===== src/rtl/bsa_pkg.sv =====
package bsa_pkg;

    typedef enum logic [1:0] {
        ST_IDLE   = 2'd0,
        ST_SHIFT  = 2'd1,
        ST_FINISH = 2'd2
    } bsa_state_e;

endpackage


===== src/rtl/bsa_shreg.sv =====
module bsa_shreg #(
    parameter int WIDTH = 8
) (
    input  logic             clk,
    input  logic             rst,
    input  logic             load,
    input  logic [WIDTH-1:0] ld_val,
    input  logic             shift,
    input  logic             ser_in,
    output logic [WIDTH-1:0] q,
    output logic             ser_out
);

    logic [WIDTH-1:0] shifted;

    // right shift: each bit takes its upper neighbour, MSB takes the serial input
    genvar gi;
    generate
        for (gi = 0; gi < WIDTH; gi++) begin : g_bit
            if (gi == WIDTH - 1) begin : g_top
                assign shifted[gi] = ser_in;
            end else begin : g_mid
                assign shifted[gi] = q[gi+1];
            end
        end
    endgenerate

    always_ff @(posedge clk) begin
        if (rst) begin
            q <= '0;
        end else if (load) begin
            q <= ld_val;
        end else if (shift) begin
            q <= shifted;
        end
    end

    assign ser_out = q[0];


    reg_hold_chk: assert property (@(posedge clk) disable iff (rst)
        (!load && !shift) |=> $stable(q));

endmodule


===== src/rtl/bsa_carry_cell.sv =====
module bsa_carry_cell (
    input  logic clk,
    input  logic rst,
    input  logic en,
    input  logic clr,
    input  logic x,
    input  logic y,
    output logic sum_bit,
    output logic carry
);

    logic set_in;
    logic rst_in;
    logic carry_nx;

    always_comb begin
        set_in   = x & y;
        rst_in   = ~(x | y);
        carry_nx = (set_in & ~carry) | (~rst_in & carry);
        sum_bit  = x ^ y ^ carry;
    end

    always_ff @(posedge clk) begin
        if (rst || clr) begin
            carry <= 1'b0;
        end else if (en) begin
            carry <= carry_nx;
        end
    end


    carry_set_chk: assert property (@(posedge clk) disable iff (rst)
        (en && !clr && x && y) |=> carry);


    carry_reset_chk: assert property (@(posedge clk) disable iff (rst)
        (en && !clr && !x && !y) |=> !carry);


    carry_hold_chk: assert property (@(posedge clk) disable iff (rst)
        (en && !clr && (x != y)) |=> $stable(carry));

endmodule


===== src/rtl/bsa_ctrl.sv =====
module bsa_ctrl #(
    parameter int WIDTH = 8
) (
    input  logic clk,
    input  logic rst,
    input  logic load_req,
    input  logic start_req,
    output logic load_en,
    output logic shift_en,
    output logic carry_clr,
    output logic busy,
    output logic done
);

    import bsa_pkg::*;

    localparam int            CW   = (WIDTH > 1) ? $clog2(WIDTH) : 1;
    localparam logic [CW-1:0] LAST = CW'(WIDTH - 1);

    bsa_state_e    state;
    bsa_state_e    state_nx;
    logic [CW-1:0] bit_cnt;
    logic          open;
    logic          start_go;

    always_comb begin
        open     = (state != ST_SHIFT);
        load_en  = load_req && open;
        start_go = start_req && !load_req && open;
    end

    // state register and bit counter
    always_ff @(posedge clk) begin
        if (rst) begin
            state   <= ST_IDLE;
            bit_cnt <= '0;
        end else begin
            state <= state_nx;
            if (start_go) begin
                bit_cnt <= '0;
            end else if (state == ST_SHIFT) begin
                bit_cnt <= bit_cnt + 1'b1;
            end
        end
    end

    // transitions
    always_comb begin
        state_nx = state;
        unique case (state)
            ST_IDLE:   if (start_go) state_nx = ST_SHIFT;
            ST_SHIFT:  if (bit_cnt == LAST) state_nx = ST_FINISH;
            ST_FINISH: state_nx = start_go ? ST_SHIFT : ST_IDLE;
            default:   state_nx = ST_IDLE;
        endcase
    end

    // outputs
    always_comb begin
        shift_en  = 1'b0;
        busy      = 1'b0;
        done      = 1'b0;
        carry_clr = load_en || start_go;
        unique case (state)
            ST_IDLE:   ;
            ST_SHIFT: begin
                shift_en = 1'b1;
                busy     = 1'b1;
            end
            ST_FINISH: done = 1'b1;
            default:   ;
        endcase
    end


    busy_done_excl_chk: assert property (@(posedge clk) disable iff (rst)
        !(busy && done));


    done_pulse_chk: assert property (@(posedge clk) disable iff (rst)
        done |=> !done);


    done_after_busy_chk: assert property (@(posedge clk) disable iff (rst)
        $rose(done) |-> $past(busy));


    no_restart_chk: assert property (@(posedge clk) disable iff (rst)
        (busy && bit_cnt != LAST) |=> busy);

endmodule


===== src/rtl/bitser_adder.sv =====
module bitser_adder #(
    parameter int WIDTH = 8
) (
    input  logic             clk,
    input  logic             rst,
    input  logic             load_i,
    input  logic [WIDTH-1:0] opa_i,
    input  logic [WIDTH-1:0] opb_i,
    input  logic             start_i,
    output logic             busy_o,
    output logic             done_o,
    output logic [WIDTH-1:0] sum_o,
    output logic             cout_o
);

    logic             load_en;
    logic             shift_en;
    logic             carry_clr;
    logic             a_lsb;
    logic             b_lsb;
    logic             sum_bit;
    logic             carry_q;
    logic [WIDTH-1:0] a_q;
    logic [WIDTH-1:0] b_q;

    bsa_ctrl #(.WIDTH(WIDTH)) ctrl_i (
        .clk       (clk),
        .rst       (rst),
        .load_req  (load_i),
        .start_req (start_i),
        .load_en   (load_en),
        .shift_en  (shift_en),
        .carry_clr (carry_clr),
        .busy      (busy_o),
        .done      (done_o)
    );

    bsa_shreg #(.WIDTH(WIDTH)) a_reg_i (
        .clk     (clk),
        .rst     (rst),
        .load    (load_en),
        .ld_val  (opa_i),
        .shift   (shift_en),
        .ser_in  (sum_bit),
        .q       (a_q),
        .ser_out (a_lsb)
    );

    bsa_shreg #(.WIDTH(WIDTH)) b_reg_i (
        .clk     (clk),
        .rst     (rst),
        .load    (load_en),
        .ld_val  (opb_i),
        .shift   (shift_en),
        .ser_in  (1'b0),
        .q       (b_q),
        .ser_out (b_lsb)
    );

    bsa_carry_cell carry_i (
        .clk     (clk),
        .rst     (rst),
        .en      (shift_en),
        .clr     (carry_clr),
        .x       (a_lsb),
        .y       (b_lsb),
        .sum_bit (sum_bit),
        .carry   (carry_q)
    );

    assign sum_o  = a_q;
    assign cout_o = carry_q;


    load_take_chk: assert property (@(posedge clk) disable iff (rst)
        (load_i && !busy_o) |=> (sum_o == $past(opa_i)) && !cout_o);


    load_wins_chk: assert property (@(posedge clk) disable iff (rst)
        (load_i && start_i && !busy_o) |=> !busy_o);


    idle_stable_chk: assert property (@(posedge clk) disable iff (rst)
        (!busy_o && !load_i && !start_i) |=> ($stable(sum_o) && $stable(cout_o)));


    start_clears_chk: assert property (@(posedge clk) disable iff (rst)
        (start_i && !load_i && !busy_o) |=> !cout_o);

    // second register drains to zero by the end of a run
    b_drained_chk: assert property (@(posedge clk) disable iff (rst)
        done_o |-> (b_q == '0));

endmodule


===== config.mk =====
export PLATFORM = sky130hd
export DESIGN_NAME = bitser_adder
export DESIGN_NICKNAME = d
export VERILOG_FILES = /design/src/rtl/bsa_pkg.sv /design/src/rtl/bsa_shreg.sv /design/src/rtl/bsa_carry_cell.sv /design/src/rtl/bsa_ctrl.sv /design/src/rtl/bitser_adder.sv
export SDC_FILE = /design/constraint.sdc
export NUM_CORES = 1
export LEC_CHECK = 0
export BUFFER_PORTS_ARGS = -buffer_cell sky130_fd_sc_hd__buf_2
export CORE_MARGIN = 2
export CORE_UTILIZATION = 45
export DETAILED_ROUTE_END_ITERATION = 6
export PLACE_DENSITY_LB_ADDON = 0.3
export SLEW_MARGIN = 20
export SYNTH_ARGS = -nofsm -noshare
export SYNTH_HDL_FRONTEND = slang
export SYNTH_SLANG_ARGS = --single-unit

===== constraint.sdc =====
create_clock -name clk -period 1.01 [get_ports clk]
set_input_delay 0.0505 -clock clk [delete_from_list [all_inputs] [get_ports clk]]
set_output_delay 0.0505 -clock clk [all_outputs]
set_load 0.005 [all_outputs]

==> results of run 1 <==
## layout make-up
| class | instances | area, sq um | share of cell area |
|---|---|---|---|
| Clock buffer | 3 | 22.5 | 0.0147 |
| Clock inverter | 1 | 30.0 | 0.0196 |
| Inverter | 5 | 23.8 | 0.0155 |
| Multi-Input combinational cell | 71 | 593 | 0.386 |
| Sequential cell | 22 | 447 | 0.291 |
| Tap cell | 28 | 35.0 | 0.0228 |
| Timing Repair Buffer | 50 | 384 | 0.250 |
## registers in the layout (all words and copies together), names as in the netlist
| register | count |
|---|---|
| ctrl_i.state | 2 |
| ctrl_i.bit_cnt | 3 |
| a_reg_i.q | 8 |
| carry_i.carry | 1 |
| b_reg_i.q | 8 |
## logic make-up (layout without fill, tap and decap cells)
group                    Yosys count  in the layout  synth area share
AO/OA/AOI/OAI                     20             20             0.143
XOR/XNOR                           2              2            0.0169
adder cells (fa/ha/maj)            4              4            0.0482
buffers and inverters             14             59            0.0940
flip-flops                        22             22             0.424
multiplexers                      16             16             0.154
AND/OR/NAND/NOR                   28             29             0.119
## power by group through the flow
| stage | logic, mW | clock network [mW] | registers [mW] |
|---|---|---|---|
| after floorplan | 0.215 | 0 | 0.993 |
| after global placement | 0.341 | 0 | 0.992 |
| after detailed placement | 0.350 | 0 | 0.996 |
| after CTS | 0.386 | 0.689 | 0.984 |
| after global routing | 0.508 | 0.727 | 0.993 |
| final | 0.469 | 0.678 | 0.984 |
## tightest hold or removal path, stage by stage
cell and delay [ns]:
buf_2 0.08, mux2i_1 0.07, nor3_2 0.11
## worst max path at each step
stage | from | end | slack [ns]
after floorplan | a_reg_i.q[0] | a_reg_i.q[7] | -0.02
after global placement | ctrl_i.state[1] | ctrl_i.bit_cnt[0] | -0.13
after detailed placement | ctrl_i.state[1] | carry_i.carry | -0.20
after CTS | b_reg_i.q[0] | a_reg_i.q[7] | -0.11
after global routing | ctrl_i.state[1] | busy_o | -0.15
final | b_reg_i.q[0] | a_reg_i.q[7] | -0.10
## cells in the mapped netlist, types with 2 or more instances
library cell	number
a211oi_1	15
a21oi_1	2
buf_2	2
buf_4	3
buf_6	2
dfxtp_1	22
ha_1	4
inv_1	4
mux2i_1	16
nand2_1	4
nand3b_1	2
nor2_1	17
## stage by stage
step                      power, mW  cells
after CTS                      2.06    173
after global placement         1.33    167
after global routing           2.23    180
after floorplan                1.21    106
final                          2.13    180
after detailed placement       1.35    167
## what timing repair did
| action | 4_1_cts | 5_1_grt |
|---|---|---|
| gates cloned | 0 | 4 |
| gates resized for setup | 17 | 8 |
| endpoints found under the setup margin | 24 | 22 |
| endpoints found under the hold margin | 0 | 0 |
| setup buffers | 2 | 4 |
| pin swaps | 4 | 5 |
## per-layer routing
metal | vias up | part of all wire | track usage
li1 | 465 | - | -
met1 | 435 | 0.45 | 0.230
met2 | 27 | 0.49 | 0.289
met3 | 6 | 0.033 | 0.0259
met4 | 0 | 0.028 | 0.105
met5 | - | 0 | 0
==> summary.md, run 1 <==
| Metric | Value |
|---|---|
| Outcome | finished with violations |
| Failing checks | setup timing |
| Most common cell after layout, fill and taps aside | buf_2 |
| Floorplan row count | 17 |
| Worst skew pair latency | 0.31 ns |
| Sink Count | 22 |
| TritonCTS buffer count | 3 |
| Buf/Inv on CP | 1 |
| First-pass GRT wire length | 3.58 mm |
| Initial Util | 0.474 |
| DRT Pass-1 Iters | 4 |
| Total GRT Usage | 0.181 |
| Post-route setup slack | -0.102 ns |
| Min Hold Slack | 0.0346 ns |
| Crit-path max FO | 2 |
| Slew Viols, Final | 0 |
| Seq/Total Area, Yosys | 0.424 |
| Post-synth net total | 130 |
| Worst reg-to-reg setup slack | -0.10 ns |
| Synthesized area | 1040 sq um |
| Final Cell Area | 1540 sq um |
| Sw frac | 0.247 |
| Crit path time final | 1.11 ns |
| TritonCTS clock tree | built |
| DIE AREA | 2710 sq um |
| Worst path cell trace | inv_2, ha_4, xor2_1, nor2_1, a211oi_1 |
| Final hold violations | 0 |
| Startpoint Class | flip-flop |
| Worst hold path depth | 3 |
| Ranking of synthesized cells by area | dfxtp_1, mux2i_1, a211oi_1 |
| Tightest Hold Check Type | primary input to flip-flop |
| Initial DRC count | 7 |
| NetSw | 0.526 mW |
| FF+latch count, synth | 22 |
| Clk pin slew, worst setup/hold paths | 0.13 ns |
| Synth warn | 0 |
| Routability cong. | 0.736 |
| Yosys top cell by area | dfxtp_1 |
| Antenna cells | 0 |
| Maximum vdd ir drop | 0.956 mV |
| Post-Syn Area per Cell | 9.80 sq um |
| CTS hold repair buffers | 0 |
| Maximum clock path buffer count | 2 |
| Main synth FF type | dfxtp_1 |
| Number of routed nets with antenna violations | 0 |
| Pin count of the biggest net entering global routing | 19 |
| CP Data Required Time | 1.24 ns |
| Async SR Flop Fraction | 0 |
| HP Start | opb_i[7] |
| Slew @ Worst Pin | 0.256 ns |
| Fin nets | 177 |
| Critical path depth | 5 |
| Critical R2R Capture | a_reg_i.q[7] |
| Setup TNS | -0.500 ns |
| Total vias in the final route | 933 |
| I/O Buffers | 30 |
| Clk Tree Root Cell | clkbuf_4 |
| Crit share post-route | 1.10 |
| R2R Path Start | b_reg_i.q[0] |
| Peak Freq | 900 MHz |
| Power Density | 1390 nW/um^2 |
| Vias per inst | 5.18 |
| CP Class | flip-flop to flip-flop |
| Gr ovfl total | 0 |
| Average wire per standard cell | 14.0 microns |
| Final setup fails | 10 |
| Min-Delay Endpoint | b_reg_i.q[7] |
| Pre-CTS setup slack | -0.199 ns |
| Reg power frac | 0.462 |
| DRC viols | 0 |
| Vias in the first global route | 835 |
| Crit. End Element | flip-flop |
| Clk_skew | 0.00924 ns |
| Max incr delay on CP | 0.38 ns |
| Leakage power | 0.718 nW |
| Area growth, synth to finish | 47.8% |
| Htree depth | 1 |
| Critical path arrival | 1.34 ns |
| FF-to-FF path depth | 5 |
| DP HPWL | 1.63 mm |
| Core area | 2190 sq um |
| Clock Power Share | 0.318 |
| Post-synth cell types | 25 |
| Initial antenna violation count | 0 |
| DP Area | 1260 sq um |
| Combinational group share of total power | 0.220 |
| Fillcell total | 157 |
| Area share of the largest cell type after synthesis | 0.424 |
| IO Pins | 31 |
| CP top delay family | flip-flops |
| Final wirelength | 2.51 mm |
| Max cap viols | 0 |
| Post-Syn Instances | 106 |
| RSZ-0062 raised after global routing | yes |
| Relative slew slack | 0.829 |
| Cell with the largest stage delay on the worst path | dfxtp_2 |
| EDFF count, synth | 0 |
| Chip Height | 52.0 microns |
| Int Pwr | 1.61 mW |
| Most frequent cells in the layout | buf_2, nor2_1, dfxtp_1 |
| Final Util | 0.701 |
| Share of layout cells above drive strength 1 | 0.507 |
| Die X | 52.0 microns |
Note: power is estimated with default switching activity, not from simulation.
==> run 2: changes to the inputs <==
--- a/config.mk
+++ b/config.mk
@@ -7,8 +7,9 @@
 export LEC_CHECK = 0
 export BUFFER_PORTS_ARGS = -buffer_cell sky130_fd_sc_hd__buf_2
 export CORE_MARGIN = 2
-export CORE_UTILIZATION = 45
+export CORE_UTILIZATION = 35
 export DETAILED_ROUTE_END_ITERATION = 6
+export GPL_ROUTABILITY_DRIVEN = 1
 export PLACE_DENSITY_LB_ADDON = 0.3
 export SLEW_MARGIN = 20
 export SYNTH_ARGS = -nofsm -noshare
==> constraint.sdc (replaced) <==
create_clock -name clk -period 1.1 [get_ports clk]
set_input_delay 0.055 -clock clk [delete_from_list [all_inputs] [get_ports clk]]
set_output_delay 0.055 -clock clk [all_outputs]
set_load 0.005 [all_outputs]
==> run 2 against run 1 <==
  * The run now ends clean
  * Total power down 21%
  * First-iteration DRC count rose to 6.6 times the previous value
  * Highest routed layer unchanged
  * Hold slack worse by 0.0064 ns
  * Critical path type unchanged
  * Largest power group unchanged
==> summary.md, run 2 (synthesis gave the netlist of run 1 again) <==
| Metric | Value |
|---|---|
| Most frequent cells in the layout | buf_2, dfxtp_1, mux2i_1, nor2_1, a211oi_1 (was buf_2, nor2_1, dfxtp_1) |
| Slew @ Worst Pin | 0.519 ns (was 0.256 ns) |
| Critical R2R Capture | carry_i.carry (was a_reg_i.q[7]) |
| Tightest Hold Check Type | primary input to flip-flop (unchanged) |
| FF-to-FF path depth | 4 (was 5) |
| Initial Util | 0.373 (was 0.474) |
| CP Class | flip-flop to flip-flop (unchanged) |
| R2R Path Start | ctrl_i.state[1] (was b_reg_i.q[0]) |
| Share of layout cells above drive strength 1 | 0.410 (was 0.507) |
| Most common cell after layout, fill and taps aside | buf_2 (unchanged) |
| Leakage power | 0.637 nW (was 0.718 nW) |
| Vias in the first global route | 807 (was 835) |
| Total power draw | 1.69 mW (was 2.13 mW) |
| IO Pins | 31 (unchanged) |
| Slew Viols, Final | 0 (unchanged) |
| Total GRT Usage | 0.135 (was 0.181) |
| Setup TNS | 0 ns (was -0.500 ns) |
| Crit path time final | 1.09 ns (was 1.11 ns) |
| Crit-path max FO | 8 (was 2) |
| DIE AREA | 3420 sq um (was 2710 sq um) |
| TritonCTS buffer count | 3 (unchanged) |
| RSZ-0062 raised after global routing | yes (unchanged) |
| Worst hold path depth | 3 (unchanged) |
| TritonCTS clock tree | built (unchanged) |
| Crit. End Element | flip-flop (unchanged) |
| Worst skew pair latency | 0.31 ns (about the same) |
| Floorplan row count | 19 (was 17) |
| Fin nets | 164 (was 177) |
| CP Data Required Time | 1.34 ns (was 1.24 ns) |
| Final Cell Area | 1330 sq um (was 1540 sq um) |
| Die X | 58.5 microns (was 52.0 microns) |
| DP Area | 1210 sq um (was 1260 sq um) |
| Crit share post-route | 0.989 (was 1.10) |
| Gr ovfl total | 0 (unchanged) |
| Maximum clock path buffer count | 2 (unchanged) |
| Placed cells | 165 (was 167) |
| Sink Count | 22 (unchanged) |
| Area growth, synth to finish | 28.0% (was 47.8%) |
| Core area | 2780 sq um (was 2190 sq um) |
| Clk pin slew, worst setup/hold paths | 0.12 ns (was 0.13 ns) |
| Post-Layout Cell Count | 170 (was 180) |
| Routability cong. | 0.765 (was 0.736) |
| Initial DRC count | 46 (was 7) |
| Multi-input logic area | 542 sq um (was 593 sq um) |
| Pin count of the biggest net entering global routing | 20 (was 19) |
| Clk Tree Root Cell | clkbuf_4 (unchanged) |
| Initial antenna violation count | 0 (unchanged) |
| Fillcell total | 287 (was 157) |
| DRT Pass-1 Iters | 4 (unchanged) |
| Outcome | complete, no violations (was finished with violations) |
| Min-Delay Endpoint | b_reg_i.q[7] (unchanged) |
| Vias per inst | 5.09 (was 5.18) |
| Final wirelength | 2.17 mm (was 2.51 mm) |
| Biggest regs | a_reg_i.q: 8 flops, b_reg_i.q: 8 flops, ctrl_i.bit_cnt: 3 flops (unchanged) |
| Chip Height | 58.5 microns (was 52.0 microns) |
| CTS hold repair buffers | 0 (unchanged) |
| Peak Freq | 919 MHz (was 900 MHz) |
| HP Start | opb_i[7] (unchanged) |
| Final hold violations | 0 (unchanged) |
| I/O Buffers | 30 (unchanged) |
| Clk_skew | 0.00389 ns (was 0.00924 ns) |
| Worst reg-to-reg setup slack | 0.01 ns (was -0.10 ns) |
| DP HPWL | 1.54 mm (was 1.63 mm) |
| DRC viols | 0 (unchanged) |
| Max cap viols | 0 (unchanged) |
| Average wire per standard cell | 12.8 microns (was 14.0 microns) |
| First-pass GRT wire length | 3.53 mm (was 3.58 mm) |
| Relative slew slack | 0.654 (was 0.829) |
| Antenna cells | 0 (unchanged) |
| Final setup fails | 0 (was 10) |
| Maximum vdd ir drop | 0.799 mV (was 0.956 mV) |
| Total vias in the final route | 866 (was 933) |
| Htree depth | 1 (unchanged) |
| Critical path arrival | 1.33 ns (was 1.34 ns) |
| Number of routed nets with antenna violations | 0 (unchanged) |
| Register area | 447 sq um (unchanged) |
| Power Density | 1270 nW/um^2 (was 1390 nW/um^2) |
| Startpoint Class | flip-flop (unchanged) |
-- run 2: power breakdown --
part	leakage (nW)	total [mW]	switching, mW	internal (mW)
clock network	0.0210	0.451	0.249	0.202
registers	0.183	0.900	0.0396	0.860
logic	0.433	0.338	0.159	0.179
total	0.637	1.69	0.447	1.24
-- run 2: metal layers --
layer  global-route usage  routed length [microns]
met3               0.0418                      155
met1                0.190                     1030
met5                    0                        0
met2                0.197                      965
met4               0.0399                       21
-- run 2: layout make-up --
type / count / area share
clock buffer: 4 / 0.0273
multi-input combinational: 70 / 0.408
timing repair buffer: 38 / 0.182
tap: 31 / 0.0292
sequential: 22 / 0.336
inverter: 5 / 0.0179
-- run 2: timing repair --
action	CTS	global route
setup endpoints to repair	10	16
resized for setup	9	10
cloned	0	0
buffers inserted	0	1
pin swaps	4	2
-- run 2: how the worst max path moves through the flow --
stage	start	to	slack, ns	cells after the start
detailed placement	ctrl_i.state[1]	carry_i.carry	-0.03	4
global placement	b_reg_i.q[0]	a_reg_i.q[7]	0.02	5
floorplan	a_reg_i.q[0]	a_reg_i.q[7]	0.03	5
finish	ctrl_i.state[1]	carry_i.carry	0.01	4
global route	a_reg_i.q[0]	a_reg_i.q[7]	-0.03	5
CTS	ctrl_i.state[1]	a_reg_i.q[0]	-0.01	4
-- run 2: through the flow --
| stage | hold slack [ns] | worst slack [ns] | util |
|---|---|---|---|
| floorplan | 0.250 | 0.0251 | - |
| global placement | 0.350 | 0.0155 | 0.437 |
| detailed placement | 0.367 | -0.0312 | 0.437 |
| CTS | 0.0388 | -0.0118 | 0.461 |
| global route | 0.0398 | -0.0317 | 0.478 |
| finish | 0.0282 | 0.0122 | 0.478 |
-- run 2: worst max-delay path: stages, from the launching register on --
cell      delay, ns
dfxtp_2        0.34
nand2b_4       0.16
buf_8          0.15
a31o_4         0.23
a31oi_1        0.14
==> run 3: changes to the inputs <==
--- a/config.mk
+++ b/config.mk
@@ -11,6 +11,7 @@
 export DETAILED_ROUTE_END_ITERATION = 6
 export GPL_ROUTABILITY_DRIVEN = 1
 export PLACE_DENSITY_LB_ADDON = 0.3
+export RECOVER_POWER = 25
 export SLEW_MARGIN = 20
 export SYNTH_ARGS = -nofsm -noshare
 export SYNTH_HDL_FRONTEND = slang
==> run 3 against run 2 <==
  * Flip-flop and latch count is the same
  * Sequential power is essentially flat
  * Total power is essentially flat
  * Critical path depth is the same
  * Cell count is the same
  * Via count shrank 0.12%
  * Register-to-register slack is essentially flat
  * Final area is essentially flat
==> summary.md, run 3 (synthesis gave the netlist of run 1 again) <==
| Metric | Value |
|---|---|
| Fillcell total | 286 (was 287) |
| I/O Buffers | 30 (unchanged) |
| Slew Viols, Final | 0 (unchanged) |
| Initial Util | 0.373 (unchanged) |
| TritonCTS clock tree | built (unchanged) |
| DP Area | 1210 sq um (unchanged) |
| Pin count of the biggest net entering global routing | 20 (unchanged) |
| Area growth, synth to finish | 27.8% (was 28.0%) |
| Fin nets | 164 (unchanged) |
| Initial DRC count | 46 (unchanged) |
| RSZ-0062 raised after global routing | yes (unchanged) |
| Slew @ Worst Pin | 0.519 ns (unchanged) |
| Power Density | 1270 nW/um^2 (about the same) |
| Leakage power | 0.634 nW (was 0.637 nW) |
| Sink Count | 22 (unchanged) |
| Total power draw | 1.69 mW (about the same) |
| CTS hold repair buffers | 0 (unchanged) |
| Critical path arrival | 1.33 ns (about the same) |
| Average wire per standard cell | 12.8 microns (unchanged) |
| Maximum clock path buffer count | 2 (unchanged) |
| Crit-path max FO | 8 (unchanged) |
| Final hold violations | 0 (unchanged) |
| Final Cell Area | 1330 sq um (about the same) |
| Die X | 58.5 microns (unchanged) |
| DRC viols | 0 (unchanged) |
| Total vias in the final route | 865 (was 866) |
| Min Hold Slack | 0.0282 ns (unchanged) |
| Crit. End Element | flip-flop (unchanged) |
| Gr ovfl total | 0 (unchanged) |
| Tightest Hold Check Type | primary input to flip-flop (unchanged) |
| Final Util | 0.477 (was 0.478) |
| DIE AREA | 3420 sq um (unchanged) |
| Chip Height | 58.5 microns (unchanged) |
| Total GRT Usage | 0.135 (unchanged) |
| Max cap viols | 0 (unchanged) |
| Floorplan row count | 19 (unchanged) |
| Most common cell after layout, fill and taps aside | buf_2 (unchanged) |
| Peak Freq | 919 MHz (about the same) |
| Outcome | complete, no violations (unchanged) |
| Maximum vdd ir drop | 0.799 mV (about the same) |
| CP Class | flip-flop to flip-flop (unchanged) |
| Most frequent cells in the layout | buf_2, dfxtp_1, mux2i_1, nor2_1, a211oi_1 (unchanged) |
| Crit path time final | 1.09 ns (about the same) |
| Final setup fails | 0 (unchanged) |
| Share of layout cells above drive strength 1 | 0.403 (was 0.410) |
| Core area | 2780 sq um (unchanged) |
| CP Data Required Time | 1.34 ns (about the same) |
| Crit share post-route | 0.989 (about the same) |
| DRT Pass-1 Iters | 4 (unchanged) |
| Number of routed nets with antenna violations | 0 (unchanged) |
| Relative slew slack | 0.654 (unchanged) |
| Worst reg-to-reg setup slack | 0.01 ns (about the same) |
| Clk_skew | 0.00387 ns (was 0.00389 ns) |
| Routability cong. | 0.765 (unchanged) |
| Startpoint Class | flip-flop (unchanged) |
| TritonCTS buffer count | 3 (unchanged) |
| Vias per inst | 5.09 (about the same) |
| IO Pins | 31 (unchanged) |
| Vias in the first global route | 807 (unchanged) |
| First-pass GRT wire length | 3.53 mm (unchanged) |
| Initial antenna violation count | 0 (unchanged) |
| Biggest regs | a_reg_i.q: 8 flops, b_reg_i.q: 8 flops, ctrl_i.bit_cnt: 3 flops (unchanged) |
| Final wirelength | 2.17 mm (unchanged) |
| Clk Tree Root Cell | clkbuf_4 (unchanged) |
| Worst skew pair latency | 0.31 ns (about the same) |
| Antenna cells | 0 (unchanged) |
| Htree depth | 1 (unchanged) |
| DP HPWL | 1.54 mm (unchanged) |
| Clk pin slew, worst setup/hold paths | 0.12 ns (about the same) |
==> run 3: layer usage <==
metal  share of wire  up-vias  wire, microns  global-route usage
li1                -      443              -                   -
met1            0.48      388           1030               0.190
met2            0.44       32            966               0.197
met3           0.069        2            150              0.0418
met4          0.0097        0             21              0.0399
met5               0        -              0                   0
==> run 3: per-stage QoR <==
step	std cells	setup TNS (ns)	worst slack, ns
finish	170	0	0.0120
global route	170	-0.0953	-0.0317
floorplan	106	0	0.0251
global placement	165	0	0.0155
CTS	169	-0.0311	-0.0118
detailed placement	165	-0.0904	-0.0312
==> run 3: final timing paths <==
check                    startpoint  cells past startpoint                end
setup / recovery    ctrl_i.state[1]                      4      carry_i.carry
hold / removal             opb_i[7]                      3       b_reg_i.q[7]
setup reg to reg    ctrl_i.state[1]                      4      carry_i.carry
hold reg to reg   ctrl_i.bit_cnt[2]                      2  ctrl_i.bit_cnt[2]
==> run 3: timing repair <==
action                                  CTS  global route
resized for setup                         9            10
endpoints found under the setup margin   10            16
pin swaps                                 4             2
buffers inserted                          0             1
==> run 3: report_power, final <==
group	leakage (nW)	switching, mW	internal [mW]	total (mW)
clock network	0.0210	0.249	0.202	0.451
logic	0.429	0.159	0.178	0.337
registers	0.183	0.0396	0.860	0.900
total	0.634	0.447	1.24	1.69
==> run 3: critical path, stage by stage, from the launching register on <==
cell	delay (ns)
dfxtp_2	0.34
nand2b_4	0.16
buf_8	0.15
a31o_4	0.23
a31oi_1	0.14
==> run 3: layout make-up <==
class / count / area [sq um] / area share
flip-flops and latches: 22 / 447 / 0.336
repair buffers: 38 / 240 / 0.181
clock buffers: 4 / 36.3 / 0.0273
inverters: 5 / 23.8 / 0.0179
well taps: 31 / 38.8 / 0.0292
multi-input cells: 70 / 542 / 0.408
